`config.mk`:
```
export PLATFORM = sky130hd
export DESIGN_NAME = pwr_pulse_gen
export DESIGN_NICKNAME = d
export VERILOG_FILES = /design/src/rtl/pwr_pulse_gen.sv
export SDC_FILE = /design/constraint.sdc
export NUM_CORES = 1
export LEC_CHECK = 0
export ABC_CLOCK_PERIOD_IN_PS = 9000
export BUFFER_PORTS_ARGS = -buffer_cell sky130_fd_sc_hd__buf_4
export CORE_MARGIN = 4
export CORE_UTILIZATION = 50
export CTS_BUF_LIST = sky130_fd_sc_hd__clkbuf_2 sky130_fd_sc_hd__clkbuf_4 sky130_fd_sc_hd__clkbuf_8
export DETAILED_ROUTE_END_ITERATION = 10
export PLACE_DENSITY = 0.75
export SLEW_MARGIN = 20
export SYNTH_ARGS = -nofsm -noshare
export SYNTH_HDL_FRONTEND = slang
export SYNTH_SLANG_ARGS = --single-unit
```
`constraint.sdc`:
```
create_clock -name clk -period 9 [get_ports clk]
set_input_delay 0.45 -clock clk [delete_from_list [all_inputs] [get_ports clk]]
set_output_delay 0.45 -clock clk [all_outputs]
set_load 0.01 [all_outputs]
```
`src/rtl/pwr_pulse_gen.sv`:
```
module pwr_pulse_gen #(
  parameter int PW         = 16,
  parameter int BASE_SHIFT = 22,
  parameter int SLOW_W     = 16,
  parameter int CAL_W      = 4,
  parameter int PEND_W     = 4
) (
  input  logic          clk,
  input  logic          rst,
  input  logic          smp_valid,
  input  logic [PW-1:0] smp_data,
  input  logic [1:0]    rate_sel,
  input  logic          cal_boost,
  output logic          slow_a_n,
  output logic          slow_b_n,
  output logic          cal_n,
  output logic          reverse
);
  localparam int ACC_W  = PW + BASE_SHIFT + 1;
  localparam int FS_LOG = PW - 1 + BASE_SHIFT;
  localparam int SCW    = $clog2(2*SLOW_W + 1);
  localparam int CCW    = $clog2(2*CAL_W + 1);
  localparam logic [ACC_W-1:0]  ONE      = ACC_W'(1);
  localparam logic [SCW-1:0]    S_FULL   = SCW'(2*SLOW_W);
  localparam logic [SCW-1:0]    S_HALF   = SCW'(SLOW_W);
  localparam logic [CCW-1:0]    C_FULL   = CCW'(2*CAL_W);
  localparam logic [CCW-1:0]    C_HALF   = CCW'(CAL_W);
  localparam logic [PEND_W-1:0] PEND_MAX = '1;

  logic [PW-1:0]     mag;
  logic [ACC_W-1:0]  slow_acc, cal_acc, slow_sum, cal_sum, slow_thr, cal_thr;
  logic              slow_hit, cal_hit, slow_start, cal_start, cur_b;
  logic [SCW-1:0]    slow_cnt;
  logic [CCW-1:0]    cal_cnt;
  logic [PEND_W-1:0] slow_pend, cal_pend;

  assign mag      = smp_data[PW-1] ? (~smp_data + 1'b1) : smp_data;
  assign slow_thr = ONE << (FS_LOG - int'(rate_sel));
  assign cal_thr  = ONE << (FS_LOG - (cal_boost ? 7 : 6));
  assign slow_sum = slow_acc + ACC_W'(mag);
  assign cal_sum  = cal_acc + ACC_W'(mag);
  assign slow_hit = smp_valid && (slow_sum >= slow_thr);
  assign cal_hit  = smp_valid && (cal_sum >= cal_thr);

  always_ff @(posedge clk) begin
    if (rst) begin
      slow_acc <= '0;
      cal_acc  <= '0;
      reverse  <= 1'b0;
    end else if (smp_valid) begin
      slow_acc <= slow_hit ? slow_sum - slow_thr : slow_sum;
      cal_acc  <= cal_hit ? cal_sum - cal_thr : cal_sum;
      reverse  <= smp_data[PW-1];
    end
  end

  assign slow_start = (slow_cnt <= SCW'(1)) && (slow_pend != '0);
  assign cal_start  = (cal_cnt <= CCW'(1)) && (cal_pend != '0);

  always_ff @(posedge clk) begin
    if (rst) begin
      slow_cnt  <= '0;
      slow_pend <= '0;
      cur_b     <= 1'b1;
    end else begin
      if (slow_start) begin
        slow_cnt <= S_FULL;
        cur_b    <= ~cur_b;
      end else if (slow_cnt != '0) begin
        slow_cnt <= slow_cnt - 1'b1;
      end
      if (slow_hit && !slow_start && slow_pend != PEND_MAX)
        slow_pend <= slow_pend + 1'b1;
      else if (!slow_hit && slow_start)
        slow_pend <= slow_pend - 1'b1;
    end
  end

  always_ff @(posedge clk) begin
    if (rst) begin
      cal_cnt  <= '0;
      cal_pend <= '0;
    end else begin
      if (cal_start)
        cal_cnt <= C_FULL;
      else if (cal_cnt != '0)
        cal_cnt <= cal_cnt - 1'b1;
      if (cal_hit && !cal_start && cal_pend != PEND_MAX)
        cal_pend <= cal_pend + 1'b1;
      else if (!cal_hit && cal_start)
        cal_pend <= cal_pend - 1'b1;
    end
  end

  assign slow_a_n = !((slow_cnt > S_HALF) && !cur_b);
  assign slow_b_n = !((slow_cnt > S_HALF) && cur_b);
  assign cal_n    = !(cal_cnt > C_HALF);
endmodule

```
## Word-level counts from Yosys, hierarchy flattened

Index checks and enable logic that the tools add are counted.
Widths: inputs -> output; s select.

| operators by class | value |
|---|---|
| $add $sub $neg | 13 |
| magnitude comparators | 6 |
| equality and inequality tests | 2 |
| shift operators | 2 |
| multiplexer cells | 12 |
| bitwise gates (word level) | 2 |
| reduce and logical (&&, ||, !) cells | 30 |

Operator list:

| operator | count |
|---|---|
| $add 39x16->39 | 2 |
| $ge 39x39->1 | 2 |
| $mux 39 | 2 |
| $shl 1x32->39 const A | 2 |
| $sub 39x39->39 | 2 |
| $mux 4 | 6 |
| $add 16x1->16 const B | 1 |
| $mux 16 | 1 |
| $not 16->16 | 1 |
| $logic_and 1x1->1 | 12 |
| $mux 6 | 2 |
| $reduce_bool 4->1 | 3 |
| $sub 4x1->4 const B | 3 |
| $add 4x1->4 const B | 2 |
| $logic_not 1->1 | 8 |
| $ne 4x4->1 const B | 2 |
| $reduce_bool 2->1 | 4 |
| $sub 6x2->7 const A | 1 |
| $sub 6x3->7 const A | 1 |
| $gt 6x5->1 const B | 1 |
| $le 6x1->1 const B | 1 |
| $reduce_bool 6->1 | 1 |
| $sub 6x1->6 const B | 1 |
| $gt 4x3->1 const B | 1 |
| 4 further kinds | 5 |

| word-level totals | value |
|---|---|
| flip-flop bits (word level) | 98 |
| input bits | 22 |
| output and inout port bits | 4 |
| word-level logic and storage cells | 77 |

## Depth between registers and ports, before layout

| depth | value |
|---|---|
| word-level depth | 10 |
| mapped depth | 34 |
| depth with buffers taken out | 33 |

## Worst setup path before layout

No wires, ideal clock.

| timing path | value |
|---|---|
| path type | input port to flip-flop |
| start point | in smp_data[3] |
| end point | reg slow_pend[3] |
| setup time | 0.119 ns |
| arrival | 6.844 ns |
| data required time | 8.881 ns |
| setup slack | 2.037 ns |
| stages on the path | 30 |
| path buffers | 1 |
| path through | or4_1 > or2_2 > nand2b_1 > o41ai_1 > xnor2_1 > ha_1 > buf_2 > nand4_1 > a2111oi_0 > o21ai_1 > a211oi_2 > and3_1 > nand3_1 > xnor2_1 > ha_1 > nand4_1 > a2111oi_0 > o2111ai_1 > nor4_1 > nand4_1 > nor4_4 > a31oi_1 > or2_2 > ha_1 > a21o_1 > a21oi_1 > nand2_1 > and2_1 > o21ai_0 > nand2_1 |

| between the ends | value |
|---|---|
| word-level cells in the longest chain between the ends | 9 |
| elaborated cells between the ends (all ways) | 12 |
| those cells by class | add/sub (2); order compare (1); mux (2); bitwise (1); reduce/logical (6) |

Ends and longest elaborated chain:

| item | RTL line | text |
|---|---|---|
| start, declared | 11 | `input logic [PW-1:0] smp_data,` |
| $not 16->16 | 37 | `assign mag = smp_data[PW-1] ? (~smp_data + 1'b1) : smp_data;` |
| $add 16x1->16 | 37 |  |
| $mux 16 (*) | 37 |  |
| $add 39x16->39 (*) | 40 | `assign slow_sum = slow_acc + ACC_W'(mag);` |
| $ge 39x39->1 (*) | 42 | `assign slow_hit = smp_valid && (slow_sum >= slow_thr);` |
| $logic_and 1x1->1 (*) | 42 |  |
| $logic_and 1x1->1 or $logic_not 1->1 (tied branches) | 72, 74 |  |
| $logic_and 1x1->1, on equally long branches | 72, 74 |  |
| $mux 4 or $reduce_bool 2->1 (tied branches) | - |  |
| end signal, assigned | 73 | `slow_pend <= slow_pend + 1'b1;` |
| end signal, assigned | 75 | `slow_pend <= slow_pend - 1'b1;` |
| end, declared | 35 | `logic [PEND_W-1:0] slow_pend, cal_pend;` |

Every way passes the cells marked *; elsewhere a longest branch is shown, timed or not.
A chain may end at the register's enable or synchronous reset.

## Final worst setup path

| timing path | value |
|---|---|
| start point | in smp_data[0] |
| end point | reg slow_pend[3] |

The elaborated chain is that of the path after synthesis.

==> flow_metrics.py <==
metrics = {
    "outcome": {
        "status": "finished, final reports clean",
    },
    "logic_synthesis": {
        "synth_seq_cells": 98,
        "seq_area_frac_synth": 0.238,
        "ys_warn_count": 0,
        "yosys.area.top_type": "dfxtp_1",
        "synth_edf_count": 0,
        "synth_area_leaders": "dfxtp_1 (24%), ha_1 (7.7%), nor2_1 (6.4%)",
        "netlist_area_um2": 8250,
        "syn-mean-instance-area_um2": 7.60,
        "synth_top_area_frac": 0.238,
        "ys_types": 75,
        "syn_inst": 1085,
        "async_flop_share": 0,
        "synth_ff_type": "dfxtp_1",
    },
    "timing": {
        "clock.fmax_mhz": 133,
        "tns_ns": 0,
        "fin_ws_ns": 1.46,
        "fin_crit_ns": 7.54,
        "hold_ws_ns": 0.437,
        "setup_violations": 0,
        "skew_ns": 0.0155,
        "final_max_slew_viol_count": 0,
        "tightest_slew_ns": 0.959,
        "rsz0062_at_grt": "no",
        "slew_headroom": 0.361,
        "hold_viol": 0,
        "fin_crit_sh": 0.837,
    },
    "detailed_routing": {
        "drc": 0,
        "drt_iter0_drc": 550,
        "wl_um": 20600,
        "drtPass1Iterations": 5,
        "via_per_inst": 6.01,
        "drt-wirelength-per-cell_um": 15.9,
        "via_count": 7791,
        "postRouteAntennaNets": 0,
    },
    "setup_path": {
        "reg2reg_to": "slow_pend[3]",
        "reg2reg_depth": 28,
        "critPathMaxFanout": 10,
        "cp-start-kind": "input pin",
        "cp-end-kind": "flop",
        "arrival_ns": 7.83,
        "slowest_stage": "ha_1",
        "worstSetupPathType": "input pin to flop",
        "endpoint": "slow_pend[3]",
        "cpPeakStageDelay_ns": 0.49,
        "required_ns": 9.30,
        "r2r_setup_slack_ns": 2.45,
        "startpoint": "smp_data[0]",
        "r2r-start": "slow_acc[0]",
    },
    "floorplan": {
        "dieHeight_um": 136,
        "fp-row-count": 46,
        "dieWidth_um": 136,
        "pin_count": 26,
        "initial_utilization": 0.515,
        "core_um2": 16000,
        "dieArea_um2": 18600,
    },
    "global_route": {
        "track_usage": 0.231,
        "overflow": 0,
        "grt_pass1_vias": 7306,
        "antenna_found_initial": 0,
        "grt_pass1_wl_um": 35300,
        "grt_max_degree": 76,
    },
    "placed_design": {
        "dp_hpwl_um": 15500,
        "pre_cts_slack_ns": 1.11,
        "globalplace.congestion": 0.943,
        "postPlaceCellArea_um2": 8530,
        "io_buffers": 25,
    },
    "final_layout": {
        "drive_above_1_share": 0.0685,
        "final_cell_area_um2": 8710,
        "antenna_cells": 0,
        "nets": 1152,
        "areaGrowthSynthToFinish_pct": 5.57,
    },
    "clock_tree": {
        "hold_buffers": 0,
        "cts_tree": "yes",
        "cts_resized": 0,
        "cts_made_buffers": 9,
        "clock_tree.root_cell": "clkbuf_8",
        "insertion_delay_ns": 0.39,
        "postCtsSetupRepairBufs": 0,
        "path_clk_slew_ns": 0.10,
        "clk_path_buf_depth": 2,
        "cts-htree-levels": 3,
        "cts.sinks": 98,
    },
    "flow_run": {
        "maxCapViolCount": 0,
    },
    "power": {
        "powerDensity_nw_per_um2": 200,
        "ir_worst_vdd_mv": 0.116,
        "total_power_mw": 1.75,
        "p_leak_nw": 3.41,
    },
    "min_path": {
        "min_path_type": "input pin to flop",
    },
}
-- area by class of cell --
cell class | instances | area [µm²]
well taps | 216 | 270
inverters | 32 | 120
clock buffers | 12 | 153
repair buffers | 30 | 225
clock inverters | 4 | 27.5
fillers | 1588 | 7290
multi-input cells | 904 | 5950
flip-flops and latches | 98 | 1960
-- kinds of logic after synthesis --
kind of cell    count (synthesis)  synth area share
compound gates                270             0.217
buf+inv                        85            0.0417
other cells                     1          0.000455
simple gates                  440             0.263
flops                          98             0.238
fa+ha+maj                      55            0.0871
xor+xnor                       91            0.0966
mux                            45            0.0558
-- through the flow --
stage / utilization / instances
2_1_floorplan: - / 1087
3_3_place_gp: 0.533 / 1280
3_5_place_dp: 0.533 / 1280
4_1_cts: 0.544 / 1296
5_1_grt: 0.544 / 1296
6_report: 0.544 / 1296
-- worst min path at each step --
stage                      start      endpoint  slack, ns  cells after the start
finish              smp_data[15]       reverse       0.44                      3
global route           smp_valid  slow_pend[3]       0.47                      4
CTS                 smp_data[15]       reverse       0.42                      3
detailed placement  slow_acc[10]  slow_acc[10]       0.47                      2
global placement    slow_acc[10]  slow_acc[10]       0.46                      2
floorplan           slow_acc[10]  slow_acc[10]       0.45                      2
-- worst max-delay path: cells and delay by family --
| kind | cells | cell delay [ns] |
|---|---|---|
| adder cells (fa/ha/maj) | 3 | 1.12 |
| AND/OR/NAND/NOR | 15 | 3.22 |
| AO/OA/AOI/OAI | 10 | 2.51 |
| XOR/XNOR | 2 | 0.33 |
| buffers and inverters | 2 | 0.19 |
-- routing by layer --
layer / track usage / wire length (µm) / vias up
met1: 0.315 / 9820 / 3626
met5: 0 / 0 / -
met3: 0.0481 / 991 / 36
met4: 0.0666 / 453 / 0
met2: 0.371 / 9360 / 206
li1: - / - / 3923
-- registers in the layout, summed over array words and instances (netlist names) --
register and flops:
cal_cnt 4, slow_pend 4, cur_b 1, cal_acc 39, cal_pend 4, slow_acc 39, slow_cnt 6, reverse 1
-- placed cells by master, fill, tap and decap left out, drive strengths merged, types with 5 or more instances in the layout --
master and instances:
nor2 141, a211oi 33, xnor2 56, nor2b 13, a31o 5, nand2 96
o21ai 63, xor2 35, nand4 34, or2 10, clkbuf 12, mux2i 40
a21o 25, and3 10, nor3 36, a21oi 60, inv 32, nand2b 14
o21bai 6, o31ai 6, mux2 5, ha 51, o21a 8, or4 8
nand3 26, a2111oi 6, dfxtp 98, buf 30, nor4 17, a31oi 8
o211ai 10, and2 5, or3 13
-- where the power goes --
| group | internal (mW) | switching [mW] | leakage [nW] |
|---|---|---|---|
| clock network | 0.114 | 0.160 | 0.0972 |
| logic | 0.384 | 0.504 | 2.51 |
| registers | 0.509 | 0.0741 | 0.802 |
-- synthesized netlist by cell type (10+ instances only) --
cell type	instances
nor2b_1	13
dfxtp_1	98
clkbuf_1	35
o21ai_0	59
or3_1	13
xor2_1	35
a21oi_1	60
nor2_1	141
mux2i_1	39
nand4_1	32
xnor2_1	56
nand3_1	26
buf_2	11
inv_1	32
o211ai_1	10
nand2_1	96
nor4_1	15
ha_1	51
a21o_1	25
a211oi_1	29
nor3_1	34
nand2b_1	14
and3_1	10
Note: power is estimated with default switching activity, not from simulation.
